===== src/rtl/cbg_pkg.sv =====
package cbg_pkg;
    localparam int unsigned BUS_W      = 32;
    localparam int unsigned OFS_COUNT  = 32'h08;
    localparam int unsigned OFS_STATUS = 32'h0C;
    localparam int unsigned DONE_BIT   = 0;

    typedef struct packed {
        logic start;
        logic clear;
    } cbg_cmd_t;
endpackage


===== src/rtl/cbg_regif.sv =====
module cbg_regif
    import cbg_pkg::*;
#(
    parameter int unsigned ADDR_W = 8,
    parameter int unsigned CNT_W  = 16
) (
    input  logic              wr_i,
    input  logic [ADDR_W-1:0] addr_i,
    input  logic [BUS_W-1:0]  wdata_i,
    input  logic [CNT_W-1:0]  remain_i,
    input  logic              done_i,
    output cbg_cmd_t          cmd_o,
    output logic [CNT_W-1:0]  count_o,
    output logic [BUS_W-1:0]  rdata_o
);
    logic sel_count;
    logic sel_status;
    logic unused_hi_bits;

    assign sel_count  = (addr_i == ADDR_W'(OFS_COUNT));
    assign sel_status = (addr_i == ADDR_W'(OFS_STATUS));

    assign unused_hi_bits = ^wdata_i[BUS_W-1:CNT_W];

    always_comb begin
        cmd_o.start = wr_i && sel_count;
        cmd_o.clear = wr_i && sel_status && wdata_i[DONE_BIT];
        count_o     = wdata_i[CNT_W-1:0];
        rdata_o     = '0;
        if (sel_count) begin
            rdata_o = BUS_W'(remain_i);
        end else if (sel_status) begin
            rdata_o[DONE_BIT] = done_i;
        end
    end
endmodule


===== src/rtl/cbg_pulse_engine.sv =====
module cbg_pulse_engine
    import cbg_pkg::*;
#(
    parameter int unsigned CNT_W = 16
) (
    input  logic             clk,
    input  logic             rst_n,
    input  cbg_cmd_t         cmd_i,
    input  logic [CNT_W-1:0] count_i,
    output logic             dclk_o,
    output logic             busy_o,
    output logic             done_o,
    output logic [CNT_W-1:0] remain_o
);
    localparam logic [CNT_W-1:0] LAST_PULSE = CNT_W'(1);

    typedef struct packed {
        logic [CNT_W-1:0] remain;
        logic             busy;
        logic             dclk;
        logic             done;
    } eng_t;

    eng_t st_d, st_q;
    logic finish_d;

    always_comb begin
        st_d     = st_q;
        finish_d = 1'b0;
        if (st_q.busy) begin
            if (!st_q.dclk) begin
                st_d.dclk = 1'b1;
            end else begin
                st_d.dclk   = 1'b0;
                st_d.remain = st_q.remain - 1'b1;
                if (st_q.remain == LAST_PULSE) begin
                    st_d.busy = 1'b0;
                    finish_d  = 1'b1;
                end
            end
        end else if (cmd_i.start) begin
            if (count_i == '0) begin
                finish_d = 1'b1;
            end else begin
                st_d.busy   = 1'b1;
                st_d.remain = count_i;
                st_d.dclk   = 1'b0;
            end
        end
        if (cmd_i.clear) begin
            st_d.done = 1'b0;
        end
        if (finish_d) begin
            st_d.done = 1'b1;
        end
    end

    always_ff @(posedge clk or negedge rst_n) begin
        if (!rst_n) begin
            st_q <= '0;
        end else begin
            st_q <= st_d;
        end
    end

    assign dclk_o   = st_q.dclk;
    assign busy_o   = st_q.busy;
    assign done_o   = st_q.done;
    assign remain_o = st_q.remain;

    assert_pulse_low_after_high_R2: assert property (@(posedge clk) disable iff (!rst_n)
        dclk_o |=> !dclk_o);
    assert_no_pulse_when_idle_R2: assert property (@(posedge clk) disable iff (!rst_n)
        !busy_o |-> !dclk_o);
    assert_done_on_finish_R3: assert property (@(posedge clk) disable iff (!rst_n)
        $fell(busy_o) |-> done_o);
    assert_clear_when_idle_R4: assert property (@(posedge clk) disable iff (!rst_n)
        (cmd_i.clear && !busy_o) |=> !done_o);
    assert_zero_count_R5: assert property (@(posedge clk) disable iff (!rst_n)
        (cmd_i.start && !busy_o && count_i == '0) |=> (done_o && !busy_o));
    assert_busy_write_ignored_R6: assert property (@(posedge clk) disable iff (!rst_n)
        (cmd_i.start && busy_o && !dclk_o) |=> (remain_o == $past(remain_o)));
    assert_remain_steps_R7: assert property (@(posedge clk) disable iff (!rst_n)
        (busy_o && dclk_o) |=> (remain_o == $past(remain_o) - 1'b1));
    assert_done_sticky_R8: assert property (@(posedge clk) disable iff (!rst_n)
        (done_o && !cmd_i.clear) |=> done_o);
endmodule


===== src/rtl/cbg_burst_gen.sv =====
module cbg_burst_gen
    import cbg_pkg::*;
#(
    parameter int unsigned ADDR_W = 8,
    parameter int unsigned CNT_W  = 16
) (
    input  logic              clk,
    input  logic              rst_n,
    input  logic              bus_wr,
    input  logic [ADDR_W-1:0] bus_addr,
    input  logic [31:0]       bus_wdata,
    output logic [31:0]       bus_rdata,
    output logic              dclk,
    output logic              busy
);
    cbg_cmd_t         cmd;
    logic [CNT_W-1:0] count_val;
    logic [CNT_W-1:0] remain;
    logic             done;

    cbg_regif #(.ADDR_W(ADDR_W), .CNT_W(CNT_W)) regif_i (
        .wr_i     (bus_wr),
        .addr_i   (bus_addr),
        .wdata_i  (bus_wdata),
        .remain_i (remain),
        .done_i   (done),
        .cmd_o    (cmd),
        .count_o  (count_val),
        .rdata_o  (bus_rdata)
    );

    cbg_pulse_engine #(.CNT_W(CNT_W)) engine_i (
        .clk      (clk),
        .rst_n    (rst_n),
        .cmd_i    (cmd),
        .count_i  (count_val),
        .dclk_o   (dclk),
        .busy_o   (busy),
        .done_o   (done),
        .remain_o (remain)
    );
endmodule


===== config.mk =====
export PLATFORM = sky130hd
export DESIGN_NAME = cbg_burst_gen
export DESIGN_NICKNAME = d
export VERILOG_FILES = /design/src/rtl/cbg_pkg.sv /design/src/rtl/cbg_regif.sv /design/src/rtl/cbg_pulse_engine.sv /design/src/rtl/cbg_burst_gen.sv
export SDC_FILE = /design/constraint.sdc
export NUM_CORES = 1
export LEC_CHECK = 0
export CAP_MARGIN = 20
export CORE_ASPECT_RATIO = 0.6
export CORE_MARGIN = 8
export CORE_UTILIZATION = 38
export DETAILED_ROUTE_END_ITERATION = 12
export PLACE_DENSITY = 0.8
export SLEW_MARGIN = 20
export SYNTH_ARGS = -nofsm -noshare
export SYNTH_HDL_FRONTEND = slang
export SYNTH_HIERARCHICAL = 1
export SYNTH_SLANG_ARGS = --single-unit

===== constraint.sdc =====
create_clock -name clk -period 1.8 [get_ports clk]
set_input_delay 0.27 -clock clk [delete_from_list [all_inputs] [get_ports clk]]
set_output_delay 0.27 -clock clk [all_outputs]
set_load 0.1 [all_outputs]

## Word level (Yosys, flattened, before mapping)

Cells that the tools add are included.

- Register bits after elaboration: 19
- Bits of input ports: 43
- Output and inout bits: 34
- Word-level logic and storage cells: 34

- $add $sub $neg: 1
- Equal/unequal tests: 5
- Mux-type cells: 16
- Reductions and logical operators: 8

Operators by type and width:

| cell | count |
|---|---|
| two-way mux 18 bit | 3 |
| two-way mux 17 bit | 1 |
| equality test 16 x 1 -> 1 bit (second input constant) | 1 |
| equality test 8 x 4 -> 1 bit (second input constant) | 2 |
| logical NOT 16 bit | 1 |
| subtractor 16 x 1 -> 16 bit (second input constant) | 1 |
| two-way mux 15 bit | 1 |
| two-way mux 1 bit | 11 |
| nonzero test 2 bit | 2 |
| logical AND 1 bit | 3 |
| AND reduction 3 bit | 1 |
| inequality test 2 x 1 -> 1 bit (second input constant) | 1 |
| inequality test 2 bit (second input constant) | 1 |
| AND reduction 2 bit | 1 |

## Logic depth before layout (Yosys ltp)

Gate-level depths: netlist of the first run.

- Depth in word-level cells: 5
- Mapped depth: 9
- Gate-level depth less buffers: 6

## Modules after synthesis

The synthesis of the first run kept the hierarchy.

Modules (own cells, without submodules):

| module | instances | cells an instance | area an instance (µm²) | seq. area each (µm²) |
|---|---|---|---|---|
| cbg_pulse_engine | 1 | 126 | 1,109.8 | 475.5 |
| cbg_regif | 1 | 76 | 543.0 | 0.0 |

## Worst setup path before layout of the first run

No wires, ideal clock.

- Path kind: input to output
- Start: input bus_addr[5]
- End: output bus_rdata[0]
- Arrival: 3.009 ns
- Data required time: 1.530 ns
- Path slack: -1.479 ns
- Stages: 3
- Buffers on the path: 1
- Cells stage by stage: or4_4 -> buf_6 -> nor3_1

- Cells in the longest elaborated chain, start to end: 3
- Elaborated cells on any way between the ends: 4
- Classes of those cells: 2 x eq/ne; 2 x mux

RTL lines:

| element | RTL line | text |
|---|---|---|
| from (decl) | cbg_burst_gen.sv:10 | `input logic [ADDR_W-1:0] bus_addr,` |
| equality test 8 x 4 -> 1 bit | cbg_regif.sv:21 | `assign sel_status = (addr_i == ADDR_W'(OFS_STATUS));` |
| two-way mux 1 bit | cbg_regif.sv:32 | `end else if (sel_status) begin` |
| two-way mux 1 bit (*) | cbg_regif.sv:30 | `if (sel_count) begin` |
| to (decl) | cbg_burst_gen.sv:12 | `output logic [31:0] bus_rdata,` |

Mark *: on every way between the ends. The rest lies on a longest branch, timed or not.

## Worst setup path in the final report of the first run

- Start: register engine_i.st_q, in the netlist engine_i/remain_o[12]
- End: register engine_i.st_q, in the netlist engine_i/remain_o[15]

- Cells in the longest elaborated chain, start to end: 3

RTL lines:

| element | RTL line | text |
|---|---|---|
| from (decl) | cbg_pulse_engine.sv:24 | `eng_t st_d, st_q;` |
| from (signal assigned) | cbg_pulse_engine.sv:62 | `st_q <= st_d;` |
| subtractor 16 x 1 -> 16 bit | cbg_pulse_engine.sv:35 | `st_d.remain = st_q.remain - 1'b1;` |
| two-way mux 17 bit | cbg_pulse_engine.sv:31 | `if (!st_q.dclk) begin` |
| two-way mux 18 bit | cbg_pulse_engine.sv:30 | `if (st_q.busy) begin` |

No other way between the ends. The select of a mux whose other input is x is not followed.
A chain may end at the register's enable or synchronous reset.

==> results of run 1 <==
## cell type report
class                      instances  area (sq um)
clock buffer                       3          41.3
clock inverter                     1          5.00
fill                             337          1370
inverter                          21          78.8
multi-input combinational        136          1090
sequential                        19           478
tap                               60          75.1
timing repair buffer              88          1010
## flip-flops by register name, indices dropped and copies added, names as in the netlist
signal             cells
engine_i/remain_o     16
engine_i/busy_o        1
engine_i/dclk_o        1
engine_i/done_o        1
## worst max path at each step
stage	from	end	slack [ns]	cells after the start
3_3_place_gp	bus_addr[6]	engine_i/remain_o[13]	-0.55	7
2_1_floorplan	bus_addr[1]	bus_rdata[11]	-0.40	4
5_1_grt	bus_wdata[7]	engine_i/remain_o[13]	-0.14	7
6_report	engine_i/remain_o[12]	engine_i/remain_o[15]	-0.11	4
3_5_place_dp	bus_addr[6]	engine_i/remain_o[13]	-0.60	7
4_1_cts	bus_addr[0]	engine_i/remain_o[13]	-0.09	7
## per-stage QoR
step / instance area [sq um] / hold WS, ns
after floorplan: 1920 / -0.0256
after global placement: 2540 / 0.484
after detailed placement: 2540 / 0.483
after CTS: 2740 / 0.344
after global routing: 2770 / 0.380
final: 2770 / 0.336
## cell families (layout without fill, tap and decap cells)
group | Yosys count | count (layout)
simple gates | 86 | 86
compound gates | 29 | 29
xor+xnor | 1 | 1
buf+inv | 62 | 113
fa+ha+maj | 2 | 2
flops | 19 | 19
other cells | 1 | 16
mux | 2 | 2
## cell usage after synthesis, types with 2 or more instances
cell,number,area share [%]
nor4_1,6,2.3
nand2_1,17,3.9
clkbuf_1,4,0.91
and3_1,2,0.76
nand4_1,2,0.76
ha_1,2,1.5
buf_6,2,1.4
buf_2,2,0.61
or3_1,6,2.3
a21oi_1,2,0.61
inv_1,21,4.8
o21ai_0,3,0.91
nor3_1,12,3.6
o2bb2ai_1,2,1.1
o211ai_1,9,4.1
a31oi_1,2,0.76
nand3_1,10,3.0
a22oi_1,2,0.91
or4_4,2,1.4
a221o_1,2,1.2
nor2_1,10,2.3
mux2i_1,2,1.2
nor3_2,9,5.5
buf_4,32,15
o311ai_0,2,1.1
dfrtp_1,19,29
## repair_timing
| action | in CTS | in global routing |
|---|---|---|
| pin swaps | 14 | 26 |
| buffers inserted | 5 | 3 |
| gates cloned | 3 | 0 |
| gates resized for setup | 40 | 22 |
| endpoints found under the setup margin | 35 | 34 |
| hold buffers | 0 | 0 |
## routing by layer
layer	global-route usage [%]	vias up
li1	-	802
met1	22.4	808
met2	29.0	86
met3	6.13	12
met4	2.76	0
met5	0	-
## worst max-delay path: cells and delay by family (launching register included)
family	cells	cell delay, ns
DFF	1	0.38
and+or+nand+nor	4	1.46
## report_power, final
part	total [W]	switching [W]	internal, W
sequential	0.000681	0.000150	0.000531
clock	0.000317	0.000163	0.000155
combinational	0.000882	0.000559	0.000323
==> reports/metrics.yaml, run 1 <==
fmax_mhz: 525
synth_edf_count: 0
power_density_mw_per_mm2: 678
worst_slack_ns: -0.105
htreeDepth: 1
die_w_um: 101
violations: "setup timing"
synth-seq-cells: 19
final_common_cell: "buf_4"
clk_pin_slew_ns: 0.08
dp.cells: 317
synth-adder-area-share_pct: 1.51
reg2reg_from: "engine_i/remain_o[12]"
grt_usage_pct: 17.7
die_h_um: 67.1
muxShareOfSynthArea_pct: 1.21
ys_seq_area_share_pct: 28.8
required_ns: 2.00
wl_per_cell_um: 17.7
synth_area_per_cell_sq_um: 8.18
portBuffers: 44
cts_sinks: 19
core.rowCount: 18
clk_latency_ns: 0.27
path_max_fanout: 4
cts_buffers: 3
dr.pass1.iters: 4
grt_pass1_vias: 1821
ys_warn_count: 6
hpwl_mm: 4.33
fin_worst_skew_ns: 0.00246
synth_xor_area_share_pct: 0.530
peakVddDrop_mv: 1.02
grt_max_degree: 20
timing.rr.end: "engine_i/remain_o[15]"
top_layer: "met4"
overflow: 0
hold_viol_final: 0
route.vias.total: 1708
antenna_found_initial: 0
worst_setup_path_start_kind: "flip-flop"
cts_tree: "built"
io-pin-count: 77
ys.flop_type: "dfrtp_1"
drt_iter0_drc: 132
dieArea_sq_mm: 0.00678
reg2reg_depth: 4
netlist_area_sq_mm: 0.00165
async_flop_share_pct: 100
critPathSlowestCell: "or4_4"
finalPower_w: 0.00188
start_util_pct: 39.9
slew_headroom_pct: 60.0
finalNetCount: 314
dp_slack_ns: -0.604
synth_compound_gate_area_share_pct: 13.3
slowest_delay_ns: 0.54
mostFrequentLayoutCells: "buf_4 (34), inv_1 (21), buf_12 (21)"
maxSlewViolCount: 0
max_cap_viol_count: 0
synthSimpleGateAreaFrac_pct: 31.0
fin_crit_sh_pct: 106
drt-met1-wl_mm: 2.45
cp_data_arrival_time_ns: 2.11
core_area_sq_mm: 0.00414
setup_violations: 30
status: "finished with violations"
synth_top_family_by_area: "simple AND/OR/NAND/NOR gates"
grt_pass1_wl_mm: 9.40
wl_mm: 5.81
wl_met3_um: 542
area_growth_pct: 67.8
clockBufferDepth: 2
cp-end-kind: "flip-flop"
viasPerCell: 5.21
ys_types: 44
ff2ff_setup_slack_ns: -0.11
route.detailed.drc: 0
n_antenna_cell: 0
clockRootBuffer: "clkbuf_8"
rsz0062_at_grt: "yes"
gp_congestion: 0.899
synth_cells: 202
cp_common_cell: "or4_4"
layout-drive-gt1-share_pct: 42.9
setup-tns-final_ns: -0.958
min_period_ns: 1.91
wl_met2_mm: 2.72
drtAntennaViolNets: 0
path_cells: "or4_4, or4_4, or3_1, nand3_1"
max_slew.worst_pin.slew_ns: 0.594
hold_path.class: "in -> async"
fin_cells: 328
power.leakage_nw: 1.22
fin_util_pct: 66.9
crit_type: "reg -> reg"
No activity file was read; power rests on OpenSTA's default activity.
==> run 2: changes to the inputs <==
--- a/config.mk
+++ b/config.mk
@@ -5,6 +5,7 @@
 export SDC_FILE = /design/constraint.sdc
 export NUM_CORES = 1
 export LEC_CHECK = 0
+export ABC_CLOCK_PERIOD_IN_PS = 1800
 export CAP_MARGIN = 20
 export CORE_ASPECT_RATIO = 0.6
 export CORE_MARGIN = 8
==> results of run 2 <==
The final DEF is identical to that of run 1; final timing and power are the same.
